$ cat config.mk
export PLATFORM = sky130hd
export DESIGN_NAME = aud_rx_top
export DESIGN_NICKNAME = d
export VERILOG_FILES = /design/src/rtl/aud_rx_pkg.sv /design/src/rtl/aud_rx_sync.sv /design/src/rtl/aud_rx_edge.sv /design/src/rtl/aud_rx_framer.sv /design/src/rtl/aud_rx_top.sv
export SDC_FILE = /design/constraint.sdc
export NUM_CORES = 1
export LEC_CHECK = 0
export CAP_MARGIN = 20
export CORE_ASPECT_RATIO = 1.5
export CORE_MARGIN = 4
export CORE_UTILIZATION = 35
export CTS_CLUSTER_SIZE = 14
export DETAILED_ROUTE_END_ITERATION = 7
export GPL_ROUTABILITY_DRIVEN = 1
export GPL_TIMING_DRIVEN = 0
export SYNTH_ARGS = -nofsm -noshare
export SYNTH_HDL_FRONTEND = slang
export SYNTH_SLANG_ARGS = --single-unit
$ cat constraint.sdc
create_clock -name clk -period 4.3 [get_ports clk]
set_input_delay 0.86 -clock clk [delete_from_list [all_inputs] [get_ports clk]]
set_output_delay 0.86 -clock clk [all_outputs]
set_load 0.05 [all_outputs]
$ cat src/rtl/aud_rx_pkg.sv
package aud_rx_pkg;

    // Number of flops in each line synchroniser.
    localparam int unsigned SYNC_STAGES = 2;

    // Which half of the frame is being collected.
    typedef enum logic [1:0] {
        PH_IDLE  = 2'd0,
        PH_LEFT  = 2'd1,
        PH_RIGHT = 2'd2
    } half_e;

    // Static receive configuration.
    typedef struct packed {
        logic start_hi;   // direction of the frame-start word-select change
        logic fall_edge;  // sample on the falling bit-clock edge
        logic early;      // bit 0 on the transition edge itself
    } rx_cfg_t;

    // Line values captured on one active edge.
    typedef struct packed {
        logic ws;
        logic sd;
    } line_smp_t;

    // Half boundaries seen on an edge.
    typedef struct packed {
        logic start;
        logic mid;
    } bound_t;

    function automatic bound_t classify_ws(input logic start_hi,
                                           input logic prev,
                                           input logic cur);
        bound_t b;
        b.start = (prev != cur) && (cur == start_hi);
        b.mid   = (prev != cur) && (cur != start_hi);
        return b;
    endfunction

endpackage

$ cat src/rtl/aud_rx_sync.sv
module aud_rx_sync #(
    parameter int unsigned W      = 3,
    parameter int unsigned STAGES = 2
) (
    input  logic         clk,
    input  logic         rst,
    input  logic [W-1:0] d,
    output logic [W-1:0] q
);
    logic [W-1:0] chain [STAGES];

    for (genvar s = 0; s < STAGES; s++) begin : g_stage
        if (s == 0) begin : g_first
            always_ff @(posedge clk) begin
                if (rst) chain[0] <= '0;
                else     chain[0] <= d;
            end
        end else begin : g_next
            always_ff @(posedge clk) begin
                if (rst) chain[s] <= '0;
                else     chain[s] <= chain[s-1];
            end
        end
    end

    assign q = chain[STAGES-1];
endmodule

$ cat src/rtl/aud_rx_edge.sv
module aud_rx_edge (
    input  logic clk,
    input  logic rst,
    input  logic sck_s,
    input  logic fall_edge,
    output logic strobe
);
    logic sck_d;

    always_ff @(posedge clk) begin
        if (rst) sck_d <= 1'b0;
        else     sck_d <= sck_s;
    end

    assign strobe = fall_edge ? (sck_d & ~sck_s) : (sck_s & ~sck_d);

    // Active edges can never come on back-to-back system clocks.
    AST_STROBE_SPACED: assert property (@(posedge clk) disable iff (rst)
        strobe |=> !strobe);
endmodule

$ cat src/rtl/aud_rx_framer.sv
module aud_rx_framer
    import aud_rx_pkg::*;
#(
    parameter int unsigned MAX_W  = 32,
    parameter int unsigned WSEL_W = $clog2(MAX_W)
) (
    input  logic              clk,
    input  logic              rst,
    input  logic              strobe,
    input  line_smp_t         smp,
    input  rx_cfg_t           cfg,
    input  logic [WSEL_W-1:0] width_m1,
    output logic [MAX_W-1:0]  out_left,
    output logic [MAX_W-1:0]  out_right,
    output logic              out_valid
);
    localparam int unsigned CW = $clog2(MAX_W + 1);
    localparam logic [CW-1:0] POS_SAT = CW'(MAX_W);

    logic             ws_prev;
    logic             primed;
    bound_t           pend;
    half_e            phase;
    logic [CW-1:0]    bitpos;
    logic [MAX_W-1:0] acc_l;
    logic [MAX_W-1:0] acc_r;

    bound_t seen;
    bound_t act;

    // Write one bit at its slot; positions beyond the width are dropped.
    function automatic logic [MAX_W-1:0] put_bit(input logic [MAX_W-1:0]  acc,
                                                 input logic [CW-1:0]     pos,
                                                 input logic [WSEL_W-1:0] wm1,
                                                 input logic              b);
        logic [MAX_W-1:0] r;
        r = acc;
        if (int'(pos) <= int'(wm1))
            r[int'(wm1) - int'(pos)] = b;
        return r;
    endfunction

    always_comb begin
        seen = primed ? classify_ws(cfg.start_hi, ws_prev, smp.ws) : '0;
        act  = cfg.early ? seen : pend;
    end

    always_ff @(posedge clk) begin
        if (rst) begin
            ws_prev   <= 1'b0;
            primed    <= 1'b0;
            pend      <= '0;
            phase     <= PH_IDLE;
            bitpos    <= '0;
            acc_l     <= '0;
            acc_r     <= '0;
            out_left  <= '0;
            out_right <= '0;
            out_valid <= 1'b0;
        end else begin
            out_valid <= 1'b0;
            if (strobe) begin
                ws_prev <= smp.ws;
                primed  <= 1'b1;
                pend    <= cfg.early ? bound_t'('0) : seen;
                if (act.start) begin
                    if (phase == PH_RIGHT) begin
                        out_left  <= acc_l;
                        out_right <= acc_r;
                        out_valid <= 1'b1;
                    end
                    phase  <= PH_LEFT;
                    acc_l  <= put_bit('0, '0, width_m1, smp.sd);
                    bitpos <= CW'(1);
                end else if (act.mid && phase == PH_LEFT) begin
                    phase  <= PH_RIGHT;
                    acc_r  <= put_bit('0, '0, width_m1, smp.sd);
                    bitpos <= CW'(1);
                end else if (phase == PH_LEFT) begin
                    acc_l  <= put_bit(acc_l, bitpos, width_m1, smp.sd);
                    bitpos <= (bitpos == POS_SAT) ? bitpos : bitpos + CW'(1);
                end else if (phase == PH_RIGHT) begin
                    acc_r  <= put_bit(acc_r, bitpos, width_m1, smp.sd);
                    bitpos <= (bitpos == POS_SAT) ? bitpos : bitpos + CW'(1);
                end
            end
        end
    end

    AST_VALID_PULSE: assert property (@(posedge clk) disable iff (rst)
        out_valid |=> !out_valid);

    AST_HOLD_PAIR: assert property (@(posedge clk) disable iff (rst)
        !out_valid |-> ($stable(out_left) && $stable(out_right)));

    AST_ZERO_ABOVE_WIDTH: assert property (@(posedge clk) disable iff (rst)
        out_valid |-> (((out_left >> (int'(width_m1) + 1)) == '0) &&
                       ((out_right >> (int'(width_m1) + 1)) == '0)));

    AST_VALID_AFTER_STROBE: assert property (@(posedge clk) disable iff (rst)
        out_valid |-> $past(strobe));
endmodule

$ cat src/rtl/aud_rx_top.sv
module aud_rx_top
    import aud_rx_pkg::*;
#(
    parameter int unsigned MAX_W  = 32,
    parameter int unsigned WSEL_W = $clog2(MAX_W)
) (
    input  logic              clk,
    input  logic              rst,
    input  logic              sck,
    input  logic              ws,
    input  logic              sd,
    input  logic              cfg_start_hi,
    input  logic              cfg_fall_edge,
    input  logic              cfg_early,
    input  logic [WSEL_W-1:0] cfg_width_m1,
    output logic [MAX_W-1:0]  left_sample,
    output logic [MAX_W-1:0]  right_sample,
    output logic              pair_valid
);
    logic [2:0] lines_s;
    logic       strobe;
    line_smp_t  smp;
    rx_cfg_t    cfg;

    assign cfg.start_hi  = cfg_start_hi;
    assign cfg.fall_edge = cfg_fall_edge;
    assign cfg.early     = cfg_early;

    aud_rx_sync #(.W(3), .STAGES(SYNC_STAGES)) u_sync (
        .clk (clk),
        .rst (rst),
        .d   ({sck, ws, sd}),
        .q   (lines_s)
    );

    assign smp.ws = lines_s[1];
    assign smp.sd = lines_s[0];

    aud_rx_edge u_edge (
        .clk       (clk),
        .rst       (rst),
        .sck_s     (lines_s[2]),
        .fall_edge (cfg.fall_edge),
        .strobe    (strobe)
    );

    aud_rx_framer #(.MAX_W(MAX_W), .WSEL_W(WSEL_W)) u_framer (
        .clk       (clk),
        .rst       (rst),
        .strobe    (strobe),
        .smp       (smp),
        .cfg       (cfg),
        .width_m1  (cfg_width_m1),
        .out_left  (left_sample),
        .out_right (right_sample),
        .out_valid (pair_valid)
    );
endmodule

==> results by group, run 1 <==
Synthesis
  • Synth Area in Compound Gates: 31.15%
  • Synth Net Count: between 900 and 1000
  • Yosys cell types: 72
  • Post-Synth Simple-Gate Area: around a fifth
  • Biggest area consumer among synthesized cells: dfxtp_1
  • FF+latch count, synth: 148
  • Synth top area cells: dfxtp_1 (40%), a21oi_1 (8.7%), nand2_1 (8.6%)
  • Most common cell in the netlist: nand2_1
  • Largest family of logic cells by synthesized area: compound AO/OA/AOI/OAI gates
  • Synth top area share: roughly two fifths
  • Post-synth EDFFs: 0
  • Mean area per synthesized cell: about 7.8 um2
  • Cells after Synth: about 960
  • Asr flop ratio synth: 0%
  • Commonest cells in the netlist: nand2_1 (170), dfxtp_1 (148), a21oi_1 (130)
  • XOR/XNOR share of the synthesized area: 1.058%
  • Main flop type after synthesis: dfxtp_1
  • Cell area after synthesis: roughly 0.0074 mm2
  • Register area share after synthesis: around 40%
  • Proportion of synthesized area in mux cells: less than 1%
  • Synth Area in Adders: 1.445%
  • Synth warn: 0

Timing
  • Final period util: between 90% and 100%
  • Final Max Tran Viols: 0
  • Worst slew margin: approximately a fifth
  • Fin worst setup slack: between 0.15 and 0.2 ns
  • Slew @ Worst Pin: around 1.2 ns
  • Final Hold Viols: 0
  • TNS Setup: 0 ns
  • Clock Skew: 0.01496 ns
  • RSZ-0062 raised after global routing: false
  • Final Critical Period: around 4.1 ns
  • Achievable Freq: 242.2 MHz
  • Setup Viol. Count Final: 0

Clock network
  • Post-CTS setup buffer count: 0
  • TritonCTS Buffers: 17
  • Clock tree from TritonCTS: yes
  • Clock Sinks: around 150
  • Reg clk slew, reported paths: roughly 0.07 ns
  • Clock Tree Root: clkbuf_16
  • Deepest clock path buffer count: 2
  • CTS resizes: 0
  • Hold buffers post-CTS: 0
  • Clock Latency Late Sink: between 0.4 and 0.5 ns
  • CTS H-tree lvls: 4

Worst setup path
  • CP Launch Type: input pin
  • Crit path max-delay family: buffers and inverters
  • End of the critical path: u_framer.acc_r[21]$_SDFFE_PP0P_
  • Worst path buffer plus inverter count: 4
  • Reg-to-reg slack, setup: around 0.80 ns
  • WP data arrival: approximately 4.4 ns
  • Critical-path top delay cell: xnor2_1
  • Largest fanout on the critical path: 10
  • R2r worst-path depth: 10
  • Critical Path Source: cfg_width_m1[0]
  • Worst r2r src: u_framer.bitpos[1]$_SDFFE_PP0P_
  • Critical path depth in cells: 11
  • CP max stage delay: roughly 0.58 ns
  • CP cell instances: clkdlybuf4s50_1 -> inv_1 -> ha_1 -> nand2b_1 -> o2bb2ai_1 -> xnor2_1 -> clkbuf_1 -> buf_1 -> nand2_1 -> o21ai_0 -> a211oi_1
  • Worst reg2reg endpoint: u_framer.acc_r[21]$_SDFFE_PP0P_
  • Crit path kind: input pin to register
  • Worst setup EP type: register
  • Required time of the worst setup path: around 4.6 ns

Global route
  • Total GRT Usage: approximately 24%
  • GRT overflow: 0
  • First-pass GRT wire length: 44210 um
  • Vias in the first global route: 7607
  • Largest net degree at the start of global routing: 17
  • Initial antenna violation count: 0

Placement
  • Post-DP HPWL: 21540 um
  • GPL Wtd Cong: slightly below 1
  • DP Cell Count: between 1000 and 1500
  • Pre-CTS WS: -0.1529 ns
  • Port buffer count: between 70 and 80

Pwr
  • Max VDD drop: 0.0002233 V
  • P_int: about 2400 uW
  • Clock Power Share: about half
  • Power per Cell Area: roughly 350 mW/mm2
  • Sw power: 840.9 uW
  • Comb power frac: approximately 7.8%
  • Leakage power: between 0.002 and 0.003 uW
  • Tot Pwr: about 3200 uW
  • Switching fraction of total power: 26.05%
  • Sequential Power Share: between 40% and 50%

Worst hold path
  • Worst hold path type: register to register

Layout
  • Multi-input combinational cell area: between 0.004 and 0.005 mm2
  • Layout cells sized above 1: roughly 6.8%
  • Fin cells: approximately 1300
  • Register area: 0.002963 mm2
  • Layout area overhead: 23.50%
  • Fillers: roughly 2200
  • Antenna fix cells: 0
  • Nets: about 1100

Die
  • Row cnt: 65
  • Core box area: roughly 0.021 mm2
  • Die H: ~190 um
  • Initial Util: a little over a third
  • IO Pins: a little under 80
  • Die area: 0.02372 mm2
  • Die X: between 100 and 150 um

Route
  • Via density: between 5 and 6
  • WL/cell: around 22 um
  • Vias after detailed routing: about 8000
  • DRC: 0
  • ANT nets after route: 0
  • Detailed Route Iter0 Violations: roughly 650
  • Initial DRT Pass Iterations: 8
  • WL final: 28840 um

Job
  • Max-Cap Viols: 0

Status
  • Outcome: finished, final reports clean
sequential cells by signal, summed over array words and instances, names as in the netlist, 2 cells and up:
signal              cells
u_framer.bitpos         6
u_framer.acc_l         32
u_framer.out_left      32
u_framer.pend           2
u_framer.phase          2
u_framer.acc_r         32
u_sync.chain            6
u_framer.out_right     32
power by group through the flow:
stage | registers [uW] | logic, uW | clock network, uW
global placement | 1410 | 240 | 0
floorplan | 1410 | 139 | 0
global route | 1380 | 264 | 1670
detailed placement | 1410 | 243 | 0
CTS | 1380 | 244 | 1620
finish | 1380 | 253 | 1600
metal layers:
layer  wire, um  part of all wire, %  global-route usage [%]
met5          0                    0                       0
met4       1991                  6.9                   14.99
met3       1757                  6.1                   3.923
met2      13580                   47                   39.87
met1      11510                   40                   28.69
final cells by class:
class / count / area share [%]
inverter: 13 / 0.5305
timing repair buffer: 80 / 8.543
multi-input combinational: 712 / 44.63
tap: 268 / 3.646
clock buffer: 20 / 4.965
buffer: 83 / 3.659
sequential: 148 / 32.21
clock inverter: 12 / 1.809
worst min path at each step:
stage,start,end,slack (ns),cells past startpoint
global placement,u_sync.chain[0][0]$_SDFF_PP0_,u_sync.chain[1][0]$_SDFF_PP0_,0.42,1
global route,u_sync.chain[0][0]$_SDFF_PP0_,u_sync.chain[1][0]$_SDFF_PP0_,0.46,1
floorplan,u_sync.chain[0][0]$_SDFF_PP0_,u_sync.chain[1][0]$_SDFF_PP0_,0.41,1
finish,u_sync.chain[0][1]$_SDFF_PP0_,u_sync.chain[1][1]$_SDFF_PP0_,0.44,1
detailed placement,u_sync.chain[0][2]$_SDFF_PP0_,u_sync.chain[1][2]$_SDFF_PP0_,0.43,1
CTS,u_sync.chain[0][2]$_SDFF_PP0_,u_sync.chain[1][2]$_SDFF_PP0_,0.45,1
metrics by stage:
step,instance area (um2),util (%),hold slack (ns)
floorplan,7447,-,0.4138
global placement,8553,40.76,0.4176
detailed placement,8574,40.86,0.4320
CTS,9198,43.83,0.4479
global route,9198,43.83,0.4632
finish,9198,43.83,0.4421
cell usage in the layout, fill, tap and decap left out, drive strengths merged, types with 8 or more instances in the layout:
cell           instances
nor4                  13
clkdlybuf4s50         77
nand3                 17
nor3                  12
nor2b                 12
clkbuf                78
inv                   18
a211oi                46
or2                    8
a21oi                130
a311oi                20
nand2                170
nor2                  55
buf                   28
dfxtp                148
o21ai                 47
nand2b                14
o31ai                 36
o22ai                  9
cell families (layout without fill, tap and decap cells):
family,after synthesis,in the layout
muxes,1,1
buffers and inverters,96,208
and+or+nand+nor,338,338
xor gates and xnor gates,9,9
AOI/OAI and AO/OA,356,356
adders and majority gates,8,8
DFF,148,148
(Power assumes the default switching activity.)
==> inputs of run 2 (changes only) <==
--- a/config.mk
+++ b/config.mk
@@ -9,10 +9,12 @@
 export CORE_ASPECT_RATIO = 1.5
 export CORE_MARGIN = 4
 export CORE_UTILIZATION = 35
+export CTS_CLUSTER_DIAMETER = 80
 export CTS_CLUSTER_SIZE = 14
 export DETAILED_ROUTE_END_ITERATION = 7
 export GPL_ROUTABILITY_DRIVEN = 1
 export GPL_TIMING_DRIVEN = 0
+export SKIP_LAST_GASP = 1
 export SYNTH_ARGS = -nofsm -noshare
 export SYNTH_HDL_FRONTEND = slang
 export SYNTH_SLANG_ARGS = --single-unit
==> results of run 2 <==
Final layout, timing and power as in run 1 (identical DEF).
==> inputs of run 3 (changes only) <==
--- a/config.mk
+++ b/config.mk
@@ -14,7 +14,7 @@
 export DETAILED_ROUTE_END_ITERATION = 7
 export GPL_ROUTABILITY_DRIVEN = 1
 export GPL_TIMING_DRIVEN = 0
-export SKIP_LAST_GASP = 1
+export PLACE_DENSITY = 0.65
 export SYNTH_ARGS = -nofsm -noshare
 export SYNTH_HDL_FRONTEND = slang
 export SYNTH_SLANG_ARGS = --single-unit
==> results by group, run 3 (synthesis results as in run 1) <==
Worst setup path
  • Crit path kind: input pin to register (unchanged)
  • Largest fanout on the critical path: 5 (was 10)
  • Reg-to-reg slack, setup: 0.85 ns (was 0.80 ns)
  • Worst setup EP type: register (unchanged)
  • Required time of the worst setup path: 4.59 ns (about the same)
  • WP data arrival: 4.39 ns (was 4.42 ns)
  • CP Launch Type: input pin (unchanged)
  • R2r worst-path depth: 10 (unchanged)
  • Worst r2r src: u_framer.bitpos[1]$_SDFFE_PP0P_ (unchanged)
  • Worst reg2reg endpoint: u_framer.acc_l[23]$_SDFFE_PP0P_ (was u_framer.acc_r[21]$_SDFFE_PP0P_)

Timing
  • Final Hold Viols: 0 (unchanged)
  • Slew @ Worst Pin: 1.148 ns (was 1.204 ns)
  • Setup Viol. Count Final: 0 (unchanged)
  • Achievable Freq: 244.2 MHz (was 242.2 MHz)
  • Final Max Tran Viols: 0 (unchanged)
  • RSZ-0062 raised after global routing: false (unchanged)
  • Worst slew margin: 23.14% (was 19.38%)
  • Final Critical Period: 4.095 ns (was 4.129 ns)
  • Final period util: 95.22% (was 96.03%)
  • Fin worst setup slack: 0.2054 ns (was 0.1709 ns)
  • Clock Skew: 0.01130 ns (was 0.01496 ns)

Route
  • DRC: 0 (unchanged)
  • Via density: 5.837 (was 5.885)
  • WL final: 28890 um (was 28840 um)
  • Vias after detailed routing: 7798 (was 7862)
  • Detailed Route Iter0 Violations: 617 (was 646)
  • WL/cell: 21.62 um (was 21.59 um)
  • Initial DRT Pass Iterations: 5 (was 8)
  • ANT nets after route: 0 (unchanged)

Die
  • Die area: 0.02372 mm2 (unchanged)
  • IO Pins: 78 (unchanged)
  • Row cnt: 65 (unchanged)
  • Die H: 186.7 um (unchanged)
  • Die X: 127.1 um (unchanged)
  • Core box area: 0.02098 mm2 (unchanged)
  • Initial Util: 35.49% (unchanged)

Clock network
  • Clock Sinks: 148 (unchanged)
  • Reg clk slew, reported paths: 0.06 ns (was 0.07 ns)
  • CTS H-tree lvls: 4 (unchanged)
  • Clock Tree Root: clkbuf_16 (unchanged)
  • TritonCTS Buffers: 17 (unchanged)
  • Clock Latency Late Sink: 0.44 ns (was 0.45 ns)
  • Post-CTS setup buffer count: 0 (unchanged)
  • CTS resizes: 0 (unchanged)
  • Deepest clock path buffer count: 2 (unchanged)
  • Hold buffers post-CTS: 0 (unchanged)
  • Clock tree from TritonCTS: yes (unchanged)

Layout
  • Most common library cell in the layout ignoring fill and taps: nand2_1 (unchanged)
  • Final Util: 43.74% (was 43.83%)
  • Nets: 1076 (unchanged)
  • Commonest cells after routing, fill and taps aside: nand2_1 (170), dfxtp_1 (148), a21oi_1 (130), clkdlybuf4s50_1 (77), clkbuf_1 (58) (unchanged)
  • Antenna fix cells: 0 (unchanged)
  • Layout cells sized above 1: 6.835% (unchanged)
  • Layout area overhead: 23.25% (was 23.50%)

Job
  • Max-Cap Viols: 0 (unchanged)

Global route
  • Initial antenna violation count: 0 (unchanged)
  • GRT overflow: 0 (unchanged)
  • Total GRT Usage: 24.37% (was 24.05%)
  • Largest net degree at the start of global routing: 17 (unchanged)
  • First-pass GRT wire length: 44620 um (was 44210 um)
  • Vias in the first global route: 7737 (was 7607)

Worst hold path
  • Worst hold path depth: 1 (unchanged)
  • Worst Hold Path EP: u_sync.chain[1][2]$_SDFF_PP0_ (was u_sync.chain[1][1]$_SDFF_PP0_)
  • Hold Startpoint: u_sync.chain[0][2]$_SDFF_PP0_ (was u_sync.chain[0][1]$_SDFF_PP0_)
  • Worst hold path type: register to register (unchanged)

Placement
  • GPL Wtd Cong: 0.9971 (was 0.9853)
  • Post-DP HPWL: 21680 um (was 21540 um)
  • Port buffer count: 77 (unchanged)
  • Pre-CTS WS: -0.1577 ns (was -0.1529 ns)

Status
  • Outcome: finished, final reports clean (unchanged)

Pwr
  • Power per Cell Area: 345.7 mW/mm2 (was 351.0 mW/mm2)
  • Max VDD drop: 0.0002211 V (was 0.0002233 V)
  • Leakage power: 0.002936 uW (was 0.002947 uW)
[run 3: cell count changes in the layout (fill, tap and decap cells not counted)]
cell        previous run  this run
clkinvlp_4             1         2
clkinv_4               2         1
clkbuf_8               2         0
clkinv_2               1         3
[run 3: power breakdown]
group          switching [uW]  leakage [uW]  internal, uW
sequential               1.73       0.00119          1370
combinational             193       0.00145          57.6
clock                     626      0.000293           920
total                     820       0.00294          2350
[run 3: critical path: stages]
cell,delay (ns)
clkdlybuf4s50_1,0.52
inv_1,0.14
ha_1,0.27
fa_1,0.50
and4b_1,0.32
o21ai_0,0.15
a2111oi_1,0.80
nand2_1,0.35
o21ai_0,0.35
a211oi_1,0.12
[run 3: worst max-delay path by stage]
| stage | startpoint | endpoint | slack (ns) | cells after the start |
|---|---|---|---|---|
| 2_1_floorplan | cfg_width_m1[0] | u_framer.acc_l[18]$_SDFFE_PP0P_ | 0.88 | 9 |
| 3_3_place_gp | cfg_width_m1[1] | u_framer.acc_l[18]$_SDFFE_PP0P_ | -1.30 | 9 |
| 3_5_place_dp | cfg_width_m1[1] | u_framer.acc_l[18]$_SDFFE_PP0P_ | -0.16 | 9 |
| 4_1_cts | cfg_width_m1[1] | u_framer.acc_r[11]$_SDFFE_PP0P_ | 0.26 | 10 |
| 5_1_grt | cfg_width_m1[0] | u_framer.acc_l[28]$_SDFFE_PP0P_ | 0.02 | 11 |
| 6_report | cfg_width_m1[0] | u_framer.acc_l[14]$_SDFFE_PP0P_ | 0.21 | 10 |
[run 3: cell type report]
cell class	instances	area, um2
timing repair buffer	80	785.8
clock inverter	14	175.2
sequential	148	2963
multi-input combinational	712	4105
tap	268	335.3
buffer	83	336.6
clock buffer	18	429.2
fill	2219	11800
inverter	13	48.80
[run 3: metal layers]
layer  GRT usage [%]  share of wire [%]  up-vias
met3           3.551                5.6       95
met4           15.77                6.7        0
met2           40.31                 47      321
li1                -                  -     3710
met1           29.16                 40     3672
met5               0                  0        -
[run 3: stage by stage]
step / hold WS [ns] / cell area [um2] / TNS (ns) / instances / power, uW
floorplan: 0.4138 / 7447 / 0 / 956 / 1545
global route: 0.4565 / 9179 / 0 / 1336 / 3269
detailed placement: 0.4279 / 8574 / -2.158 / 1304 / 1650
finish: 0.4386 / 9179 / 0 / 1336 / 3173
global placement: 0.4164 / 8553 / -13.16 / 1301 / 1647
CTS: 0.4425 / 9179 / 0 / 1336 / 3193
